<file path="config.mk">
export PLATFORM = sky130hd
export DESIGN_NAME = irq_dest_resolver
export DESIGN_NICKNAME = d
export VERILOG_FILES = /design/src/rtl/irq_dest_pkg.sv /design/src/rtl/irq_dest_ctrl.sv /design/src/rtl/irq_dest_datapath.sv /design/src/rtl/irq_dest_resolver.sv
export SDC_FILE = /design/constraint.sdc
export NUM_CORES = 1
export LEC_CHECK = 0
export ABC_AREA = 0
export BUFFER_PORTS_ARGS = -buffer_cell sky130_fd_sc_hd__buf_2
export CAP_MARGIN = 20
export CORE_MARGIN = 1.5
export CORE_UTILIZATION = 40
export DETAILED_ROUTE_END_ITERATION = 6
export PLACE_DENSITY = 0.82
export SLEW_MARGIN = 20
export SYNTH_ARGS = -nofsm -noshare
export SYNTH_HDL_FRONTEND = slang
export SYNTH_SLANG_ARGS = --single-unit
</file>
<file path="constraint.sdc">
create_clock -name clk -period 2.5 [get_ports clk]
set_input_delay 0.25 -clock clk [delete_from_list [all_inputs] [get_ports clk]]
set_output_delay 0.25 -clock clk [all_outputs]
set_load 0.05 [all_outputs]
</file>
<file path="src/rtl/irq_dest_pkg.sv">
package irq_dest_pkg;

  // Shorthand route codes; the numeric order is the command encoding.
  typedef enum logic [1:0] {
    ROUTE_ADDR   = 2'd0,
    ROUTE_SELF   = 2'd1,
    ROUTE_ALL    = 2'd2,
    ROUTE_OTHERS = 2'd3
  } route_e;

  localparam logic [2:0] MODE_LOWEST = 3'd1;
  localparam logic [2:0] MODE_INIT   = 3'd5;
  localparam logic [3:0] FMT_FLAT    = 4'hF;
  localparam logic [3:0] FMT_CLUSTER = 4'h0;
  localparam logic [7:0] DEST_BCAST  = 8'hFF;

  // Decoded command handed from control to datapath.
  typedef struct packed {
    logic       load;       // a command is accepted this cycle
    logic       arbLoad;    // command is an arbitration-ID resync
    logic       pickFirst;  // reduce the selection to its lowest index
    logic       logical;    // logical addressing
    route_e     routeSel;   // shorthand route
    logic [7:0] dest;       // destination byte
  } ctrl_strobes_t;

endpackage

</file>
<file path="src/rtl/irq_dest_ctrl.sv">
module irq_dest_ctrl
  import irq_dest_pkg::*;
(
  input  logic          reqValid,
  input  logic [7:0]    reqDest,
  input  logic          reqLogical,
  input  logic [1:0]    reqShorthand,
  input  logic [2:0]    reqMode,
  input  logic          reqLevel,
  input  logic          reqTrigger,
  output ctrl_strobes_t strobes
);

  logic   initDeassert;
  logic   singlePhys;
  route_e route;

  always_comb begin
    route        = route_e'(reqShorthand);
    initDeassert = (reqMode == MODE_INIT) && !reqLevel && reqTrigger;
    // A unicast physical address resolves to one slot even with duplicate IDs.
    singlePhys   = (route == ROUTE_ADDR) && !reqLogical && (reqDest != DEST_BCAST);

    strobes.load      = reqValid;
    strobes.arbLoad   = reqValid && initDeassert;
    strobes.pickFirst = (reqMode == MODE_LOWEST) || singlePhys;
    strobes.logical   = reqLogical;
    strobes.routeSel  = route;
    strobes.dest      = reqDest;
  end

endmodule

</file>
<file path="src/rtl/irq_dest_datapath.sv">
module irq_dest_datapath
  import irq_dest_pkg::*;
#(
  parameter int SLOTS = 8,
  parameter int IDX_W = 3
) (
  input  logic               clk,
  input  logic               rstN,
  input  ctrl_strobes_t      strobes,
  input  logic [IDX_W-1:0]   senderIdx,
  input  logic [SLOTS-1:0]   slotPresent,
  input  logic [SLOTS*8-1:0] slotPhysId,
  input  logic [SLOTS*8-1:0] slotLogId,
  input  logic [SLOTS*4-1:0] slotFormat,
  output logic               tgtValid,
  output logic [SLOTS-1:0]   tgtMask,
  output logic [SLOTS-1:0]   arbReload
);

  logic [SLOTS-1:0] routeHit;
  logic [SLOTS-1:0] rawHit;
  logic [SLOTS-1:0] firstHit;
  logic [SLOTS-1:0] finalHit;

  for (genvar g = 0; g < SLOTS; g++) begin : gSlot
    logic [7:0] physId;
    logic [7:0] logId;
    logic [3:0] fmt;
    logic       flatHit;
    logic       clusterHit;
    logic       addrHit;
    logic       isSender;

    always_comb begin
      physId     = slotPhysId[g*8 +: 8];
      logId      = slotLogId[g*8 +: 8];
      fmt        = slotFormat[g*4 +: 4];
      flatHit    = (fmt == FMT_FLAT) && ((strobes.dest & logId) != 8'h00);
      clusterHit = (fmt == FMT_CLUSTER) &&
                   (strobes.dest[7:4] == logId[7:4]) &&
                   ((strobes.dest[3:0] & logId[3:0]) != 4'h0);
      if (strobes.logical) begin
        addrHit = flatHit || clusterHit;
      end else begin
        addrHit = (strobes.dest == DEST_BCAST) || (strobes.dest == physId);
      end
      isSender = (senderIdx == IDX_W'(g));
      unique case (strobes.routeSel)
        ROUTE_ADDR:   routeHit[g] = addrHit;
        ROUTE_SELF:   routeHit[g] = isSender;
        ROUTE_ALL:    routeHit[g] = 1'b1;
        ROUTE_OTHERS: routeHit[g] = !isSender;
        default:      routeHit[g] = 1'b0;
      endcase
    end
  end

  always_comb begin
    rawHit   = routeHit & slotPresent;
    firstHit = rawHit & (~rawHit + 1'b1);
    finalHit = strobes.pickFirst ? firstHit : rawHit;
  end

  always_ff @(posedge clk) begin
    if (!rstN) begin
      tgtValid  <= 1'b0;
      tgtMask   <= '0;
      arbReload <= '0;
    end else begin
      tgtValid  <= strobes.load && !strobes.arbLoad;
      tgtMask   <= (strobes.load && !strobes.arbLoad) ? finalHit : '0;
      arbReload <= strobes.arbLoad ? finalHit : '0;
    end
  end

  // a mask strobe only follows an accepted command
  a_r9_latency: assert property (@(posedge clk) disable iff (!rstN)
    tgtValid |-> $past(strobes.load));

  // an idle cycle leaves the mask clear
  a_r9_idle_clear: assert property (@(posedge clk) disable iff (!rstN)
    !$past(strobes.load) |-> (tgtMask == '0 && arbReload == '0));

  // reload strobe and mask strobe never coincide
  a_r8_exclusive: assert property (@(posedge clk) disable iff (!rstN)
    (arbReload != '0) |-> (!tgtValid && $past(strobes.arbLoad)));

  // unpopulated slots never selected
  a_r10_present: assert property (@(posedge clk) disable iff (!rstN)
    ((tgtMask | arbReload) & ~$past(slotPresent)) == '0);

  // a narrowed selection holds at most one slot
  a_r7_single: assert property (@(posedge clk) disable iff (!rstN)
    (tgtValid && $past(strobes.pickFirst)) |-> $onehot0(tgtMask));

  // self shorthand names at most the sender
  a_r6_self: assert property (@(posedge clk) disable iff (!rstN)
    (tgtValid && $past(strobes.routeSel == ROUTE_SELF)) |-> $countones(tgtMask) <= 1);

  // a full broadcast equals the population
  a_r6_all: assert property (@(posedge clk) disable iff (!rstN)
    (tgtValid && $past(strobes.routeSel == ROUTE_ALL && !strobes.pickFirst))
      |-> (tgtMask == $past(slotPresent)));

endmodule

</file>
<file path="src/rtl/irq_dest_resolver.sv">
module irq_dest_resolver
  import irq_dest_pkg::*;
#(
  parameter int SLOTS = 8,
  localparam int IDX_W = (SLOTS > 1) ? $clog2(SLOTS) : 1
) (
  input  logic               clk,
  input  logic               rstN,
  input  logic               reqValid,
  input  logic [7:0]         reqDest,
  input  logic               reqLogical,
  input  logic [1:0]         reqShorthand,
  input  logic [2:0]         reqMode,
  input  logic               reqLevel,
  input  logic               reqTrigger,
  input  logic [IDX_W-1:0]   senderIdx,
  input  logic [SLOTS-1:0]   slotPresent,
  input  logic [SLOTS*8-1:0] slotPhysId,
  input  logic [SLOTS*8-1:0] slotLogId,
  input  logic [SLOTS*4-1:0] slotFormat,
  output logic               tgtValid,
  output logic [SLOTS-1:0]   tgtMask,
  output logic [SLOTS-1:0]   arbReload
);

  ctrl_strobes_t strobes;

  irq_dest_ctrl i_ctrl (
    .reqValid     (reqValid),
    .reqDest      (reqDest),
    .reqLogical   (reqLogical),
    .reqShorthand (reqShorthand),
    .reqMode      (reqMode),
    .reqLevel     (reqLevel),
    .reqTrigger   (reqTrigger),
    .strobes      (strobes)
  );

  irq_dest_datapath #(
    .SLOTS (SLOTS),
    .IDX_W (IDX_W)
  ) i_datapath (
    .clk         (clk),
    .rstN        (rstN),
    .strobes     (strobes),
    .senderIdx   (senderIdx),
    .slotPresent (slotPresent),
    .slotPhysId  (slotPhysId),
    .slotLogId   (slotLogId),
    .slotFormat  (slotFormat),
    .tgtValid    (tgtValid),
    .tgtMask     (tgtMask),
    .arbReload   (arbReload)
  );

endmodule

</file>
==> key figures, run 1 <==
STA
  – FMAX: around 480 MHz
  – Final max-slew violation count: 0
  – Unrepaired setup endpoints after global routing: no
  – Count of endpoints failing hold in the final timing report: 0
  – Smallest hold slack: 0.2885 ns
  – Final worst path period need: ~2.1 ns
  – Number of failing setup endpoints in the final timing report: 0
  – Final clock period utilization by the worst path: 83.66%
  – Setup Total Neg Slack: 0 ns
  – Headroom to the max-slew limit: between 60% and 70%
  – Worst Max-Slew Pin Slew: between 0.5 and 0.6 ns

Final layout
  – Final core utilization: 61.17%
  – Most frequent cells in the layout: 206 x buf_2, 67 x xnor2_1, 32 x ha_1, 25 x nand4_1, 21 x nor4_1
  – Commonest non-fill, non-tap cell in the layout: buf_2
  – Final nets: 728
  – Layout overhead on the synthesized area: 44.91%
  – Layout cell share with drive strength beyond 1: a little under half

Clock network
  – Number of buffers created by CTS: 3
  – TritonCTS clock tree: done
  – Hold bufs inserted after CTS: 0
  – Post-CTS setup repair buffer count: 0
  – Resize count post-CTS: 0
  – Level count of the clock H-tree: 1
  – CTS Root Cell: clkbuf_8
  – CTS sink cnt: 17
  – Longest Clk Path Bufs: 2
  – Clock-pin slew of the registers on the worst-case setup and hold paths: 0.06 ns

Route
  – Residual antenna-violating net count after detailed routing: 0
  – Total routed wirelength: 9676 um
  – First-pass iteration count of the detailed router: 4
  – First DRT Iteration DRCs: 122
  – Via count normalized by instance count: approximately 5.5
  – Post-detailed-route DRC marker count: 0
  – Routed via count: 3,200
  – Wire per inst: about 17 um

Setup path
  – End of the critical path: i_datapath.arbReload[6]
  – Signal arrival time at the worst endpoint: about 2.3 ns
  – Worst setup path startpoint: reqDest[4]
  – Delay of the slowest critical-path stage: about 0.51 ns
  – Worst-path cell with the longest stage delay: or4_4
  – Maximum fanout count along the critical path: 9
  – Critical path launch point type: input port
  – Crit path required time: 2.67 ns
  – Worst Setup End Kind: flop
  – Crit-path cells: buf_2 > buf_4 > ha_1 > or4_4 > nor3_2 > o211ai_1 > and4_1 > nor2_2 > a31oi_4 > nor3_1
  – CP Class: input port to flop

Yosys
  – Netlist area before placement: 2544 sq um
  – Count of cell types in the netlist: 45
  – Fraction of the yosys area taken by sequential cells: a little over an eighth
  – Synth Net Count: ~520
  – Count of flip-flops with a built-in enable after synthesis: 0
  – Syn Inst Count: 300
  – Commonest register cell after synthesis: dfxtp_1
  – Asr flop ratio synth: 0%
  – #FFs+latches synth: 17
  – Syn_area_per_cell: 8.479 sq um
  – Synth Warn #: 0

Placed design
  – Detailed-placement wirelength estimate: 8235 um
  – Number of port buffers: approximately 210
  – Routability congestion estimate: between 0.9 and 1

Min path
  – Cell depth of the worst hold path: 3
  – Worst min-delay path category: input port to flop

Die
  – Standard-cell rows: 28
  – Overall die height: 82.75 um
  – Standard cell core area: roughly 6000 sq um
  – Die area: approximately 6800 sq um
  – Initial core utilization: between 40 and 50%
  – Chip width: 82.75 um
  – Ports placed on the boundary: ~210

Pwr
  – Power density relative to cell area: roughly 280 nW/um^2
  – Peak supply drop: about 0.23 mV
  – Leak Pwr: around 1.7 nW

GRT
  – Total GRT Usage: between 20% and 30%
  – Global-route congestion overflow total: 0
  – Number of antenna violations at the first check in global routing: 1
  – First-pass GRT wire length: 14,170 um
  – Vias in the first global route: approximately 3,000
  – Largest net degree at the start of global routing: 18

Run status
  – Result of the run: complete, no violations

Job
  – Max cap viols: 0
-- routing by layer --
layer | GRT usage, % | part of all wire [%] | up-vias
met2 | 52.03 | 50 | 177
met4 | 9.500 | 3.0 | 0
met3 | 4.396 | 9.2 | 26
met1 | 31.16 | 38 | 1438
li1 | - | - | 1559
met5 | 0 | 0 | -
-- synthesized netlist by cell type, types with 4 or more instances --
master    count  area, sq um
ha_1         32        400.4
buf_6         4        45.04
nand3_1       4        20.02
xor2_1        5        43.79
o21ai_0      17        85.08
nor3_1        8        40.04
nor2_1       12        45.04
xnor2_1      67        586.8
nor4_1       21        131.4
dfxtp_1      17        340.3
a22o_1        8        70.07
nand4_1      25        156.4
buf_2         7        35.03
a211oi_1      4        30.03
nand2_1      16        60.06
a21oi_1       6        30.03
a221oi_1      4        35.03
-- power by group --
group / internal (mW) / total (mW) / switching (mW)
combinational: 0.271 / 0.545 / 0.274
sequential: 0.277 / 0.278 / 0.00126
clock: 0.111 / 0.205 / 0.0942
total: 0.658 / 1.03 / 0.370
-- critical path: cells and delay by family --
| kind | cells | cell delay (ns) |
|---|---|---|
| AOI/OAI and AO/OA | 2 | 0.25 |
| adders and majority gates | 1 | 0.21 |
| buffers and inverters | 2 | 0.32 |
| and+or+nand+nor | 5 | 1.23 |
-- area by class of cell --
type,instances,area (sq um)
Timing Repair Buffer,216,1106
Clock buffer,3,41.29
Multi-Input combinational cell,265,2086
Fill cell,567,2340
Clock inverter,1,5.005
Inverter,3,11.26
Tap cell,75,93.84
Sequential cell,17,340.3
Antenna cell,1,2.502
-- flip-flops by register name, summed over array words and instances, names as in the netlist --
signal,count
i_datapath.arbReload,8
i_datapath.tgtMask,8
i_datapath.tgtValid,1
-- how the worst min path moves through the flow --
stage / slack (ns) / startpoint / end
floorplan: 0.41 / slotPresent[4] / i_datapath.arbReload[4]
global placement: 0.55 / slotPresent[4] / i_datapath.arbReload[4]
detailed placement: 0.56 / slotPresent[4] / i_datapath.tgtMask[4]
CTS: 0.29 / slotPresent[4] / i_datapath.tgtMask[4]
global route: 0.31 / slotPresent[4] / i_datapath.tgtMask[4]
finish: 0.29 / slotPresent[4] / i_datapath.tgtMask[4]
-- logic make-up after synthesis --
family,share of synthesized area [%]
AND/OR/NAND/NOR,24.30
XOR/XNOR,24.79
AO/OA/AOI/OAI,17.17
adder cells (fa/ha/maj),15.74
buffers and inverters,4.623
flip-flops,13.38
-- stage by stage --
step	total power [mW]	instances	instance area, sq um	setup WS [ns]
floorplan	0.5853	300	2544	0.4551
global placement	0.8133	576	3637	0.1602
detailed placement	0.8303	576	3637	0.1445
CTS	1.032	580	3684	0.4033
global route	1.097	581	3686	0.3014
finish	1.028	581	3686	0.4084
(Power assumes the default switching activity.)
==> inputs of run 2 (changes only) <==
--- a/config.mk
+++ b/config.mk
@@ -5,13 +5,13 @@
 export SDC_FILE = /design/constraint.sdc
 export NUM_CORES = 1
 export LEC_CHECK = 0
-export ABC_AREA = 0
+export ABC_AREA = 1
 export BUFFER_PORTS_ARGS = -buffer_cell sky130_fd_sc_hd__buf_2
 export CAP_MARGIN = 20
 export CORE_MARGIN = 1.5
-export CORE_UTILIZATION = 40
+export CORE_UTILIZATION = 43
 export DETAILED_ROUTE_END_ITERATION = 6
-export PLACE_DENSITY = 0.82
+export PLACE_DENSITY = 0.83
 export SLEW_MARGIN = 20
 export SYNTH_ARGS = -nofsm -noshare
 export SYNTH_HDL_FRONTEND = slang
==> constraint.sdc (replaced) <==
create_clock -name clk -period 2 [get_ports clk]
set_input_delay 0.2 -clock clk [delete_from_list [all_inputs] [get_ports clk]]
set_output_delay 0.2 -clock clk [all_outputs]
set_load 0.05 [all_outputs]
==> key figures, run 2 <==
Clock network
  – Longest Clk Path Bufs: 2
  – Clock-pin slew of the registers on the worst-case setup and hold paths: roughly 0.060 ns
  – Resize count post-CTS: 0
  – Level count of the clock H-tree: 1
  – Post-CTS setup repair buffer count: 0
  – CTS Root Cell: clkbuf_8
  – CTS sink cnt: 17
  – TritonCTS clock tree: done
  – Number of buffers created by CTS: 3
  – Hold bufs inserted after CTS: 0

Setup path
  – Number of buffer and inverter stages on the critical path: 1
  – Signal arrival time at the worst endpoint: roughly 1.7 ns
  – Maximum fanout count along the critical path: 9
  – Delay of the slowest critical-path stage: roughly 0.28 ns
  – Worst Setup End Kind: flop
  – Worst-path cell with the longest stage delay: ha_1
  – Cell class contributing the biggest share of worst-path delay: simple AND/OR/NAND/NOR gates
  – Crit path required time: approximately 2.1 ns
  – CP Class: input port to flop
  – Crit-path cells: buf_2 > ha_1 > nor2_1 > nand2_1 > nor2_1 > nand2_1 > nand3_1 > nand3_1 > nand3_2 > nand2_2 > nand3_1 > nor2_1
  – Critical path launch point type: input port

Yosys
  – Synth Net Count: 728
  – Count of flip-flops with a built-in enable after synthesis: 0
  – Fraction of the yosys area taken by sequential cells: a little under an eighth
  – Netlist area before placement: a little over 3000 sq um
  – Commonest cells in the netlist: 175 x nand2_1, 86 x nor2_1, 49 x xnor2_1
  – Share of the synthesized area in the top cell type: between 20 and 25%
  – Syn_area_per_cell: ~6.0 sq um
  – Synth Warn #: 0
  – Asr flop ratio synth: 0%
  – Syn Inst Count: slightly above 500
  – Leading post-synthesis cells by cell area: nand2_1 22%, xnor2_1 14%, ha_1 13%
  – Largest area contributor in the synthesized netlist: nand2_1
  – Commonest register cell after synthesis: dfxtp_1
  – Most frequently used cell type in the post-synthesis netlist: nand2_1
  – #FFs+latches synth: 17
  – Count of cell types in the netlist: 30

STA
  – Headroom to the max-slew limit: a little over two thirds
  – Final worst path period need: between 1.5 and 2 ns
  – Unrepaired setup endpoints after global routing: no
  – Final clock period utilization by the worst path: 77.34%
  – Final max-slew violation count: 0
  – Worst Max-Slew Pin Slew: ~0.44 ns
  – Setup Total Neg Slack: 0 ns
  – Count of endpoints failing hold in the final timing report: 0
  – Number of failing setup endpoints in the final timing report: 0
  – FMAX: around 650 MHz

Placed design
  – Number of port buffers: just over 200
  – Detailed-placement wirelength estimate: approximately 8600 um
  – Routability congestion estimate: 0.9181
  – Cell count after placement: 800
  – Area after DPL: ~4100 sq um

Route
  – First DRT Iteration DRCs: roughly 120
  – Wire per inst: about 12 um
  – First-pass iteration count of the detailed router: 4
  – Post-detailed-route DRC marker count: 0
  – Residual antenna-violating net count after detailed routing: 0
  – Routed via count: ~3,900
  – Total routed wirelength: 9845 um
  – Via count normalized by instance count: just under 5

Pwr
  – Cell Int Power: roughly 0.83 mW
  – Leak Pwr: about 2.3 nW
  – Combinational power share: around 56%
  – Net Sw Frac: 37.72%
  – Peak supply drop: 0.1689 mV
  – PnR Total Power: about 1.3 mW
  – Part of the power in registers: about a quarter
  – Power density relative to cell area: ~320 nW/um^2
  – Power share of the clock group: 18.3%
  – Net switching power: 0.5006 mW

Final layout
  – Area of combinational cells with multiple inputs: roughly 2400 sq um
  – Filler cells: around 660
  – Layout overhead on the synthesized area: 36.22%
  – Commonest non-fill, non-tap cell in the layout: buf_2
  – Biggest regs: i_datapath.arbReload x8, i_datapath.tgtMask x8, i_datapath.tgtValid x1
  – Layout cell share with drive strength beyond 1: 33.05%
  – Layout Cell Area excl Fill: a little over 4000 sq um
  – Most frequent cells in the layout: 206 x buf_2, 175 x nand2_1, 86 x nor2_1, 49 x xnor2_1, 41 x inv_1
  – Area of all sequential standard cells: between 300 and 400 sq um
  – N_diodes: 0
  – Non-Filler Instances: ~800
  – Final nets: 931

GRT
  – First-pass GRT wire length: ~16,000 um
  – Vias in the first global route: roughly 3,600
  – Total GRT Usage: around a quarter
  – Number of antenna violations at the first check in global routing: 0
  – Largest net degree at the start of global routing: 19
  – Global-route congestion overflow total: 0

Die
  – Overall die height: between 80 and 90 um
  – Standard cell core area: between 6000 and 7000 sq um
  – Chip width: a little under 90 um
  – Ports placed on the boundary: 207
  – Standard-cell rows: 30
  – Initial core utilization: roughly 44%
  – Die area: about 7500 sq um

Min path
  – Worst min-delay path category: input port to flop
  – Cell depth of the worst hold path: 3
  – Worst hold start: reqValid
  – Hold worst-path end: i_datapath.tgtValid

Job
  – Max cap viols: 0

Run status
  – Result of the run: complete, no violations
==> run 2: cell count changes after synthesis, moves of 10 or more <==
cell,delta
nand2_1,+159
o21ai_0,-10
nand3_1,+16
nand4_1,-10
xnor2_1,-18
inv_1,+38
nor2_1,+74
nor4_1,-20
==> run 2: how the worst max path moves through the flow <==
stage / start / to / slack [ns] / cells past startpoint
5_1_grt: reqDest[7] / i_datapath.tgtMask[7] / 0.22 / 12
2_1_floorplan: reqDest[7] / i_datapath.arbReload[6] / 0.65 / 11
6_report: reqDest[7] / i_datapath.arbReload[7] / 0.45 / 12
4_1_cts: reqDest[7] / i_datapath.arbReload[7] / 0.47 / 12
3_5_place_dp: reqDest[7] / i_datapath.arbReload[7] / 0.21 / 12
3_3_place_gp: reqDest[7] / i_datapath.arbReload[6] / 0.27 / 12
==> run 2: layer usage <==
metal  track usage (%)  vias up  part of all wire (%)
li1                  -     1992                     -
met1             30.58     1672                    40
met2             48.63      176                    51
met3             2.476       30                   6.7
met4             9.531        0                   2.7
met5                 0        -                     0
==> run 2: kinds of logic after synthesis <==
group                    after synthesis  share of synthesized area (%)
XOR/XNOR                              50                          14.74
adder cells (fa/ha/maj)               32                          13.24
buffers and inverters                 61                          10.43
AND/OR/NAND/NOR                      318                          44.66
AO/OA/AOI/OAI                         28                          5.670
flip-flops                            17                          11.26
==> run 2: layout make-up <==
class	instances	share of cell area, %
clock buffer	4	1.094
sequential	17	8.265
inverter	49	4.467
timing repair buffer	210	25.77
tap	96	2.917
multi-input combinational	428	57.49
==> run 2: per-stage QoR <==
| step | worst slack [ns] | utilization [%] | hold WS (ns) |
|---|---|---|---|
| 6_report | 0.4532 | 60.61 | 0.1980 |
| 5_1_grt | 0.2211 | 60.61 | 0.2069 |
| 4_1_cts | 0.4674 | 60.61 | 0.1917 |
| 3_5_place_dp | 0.2057 | 59.94 | 0.4521 |
| 3_3_place_gp | 0.2748 | 59.94 | 0.4497 |
| 2_1_floorplan | 0.6463 | - | 0.3306 |
==> run 2: power by group through the flow <==
stage	registers, mW	clock network, mW	logic [mW]
2_1_floorplan	0.381	0	0.414
3_3_place_gp	0.355	0	0.713
3_5_place_dp	0.355	0	0.737
4_1_cts	0.347	0.248	0.739
5_1_grt	0.348	0.266	0.830
6_report	0.347	0.242	0.737
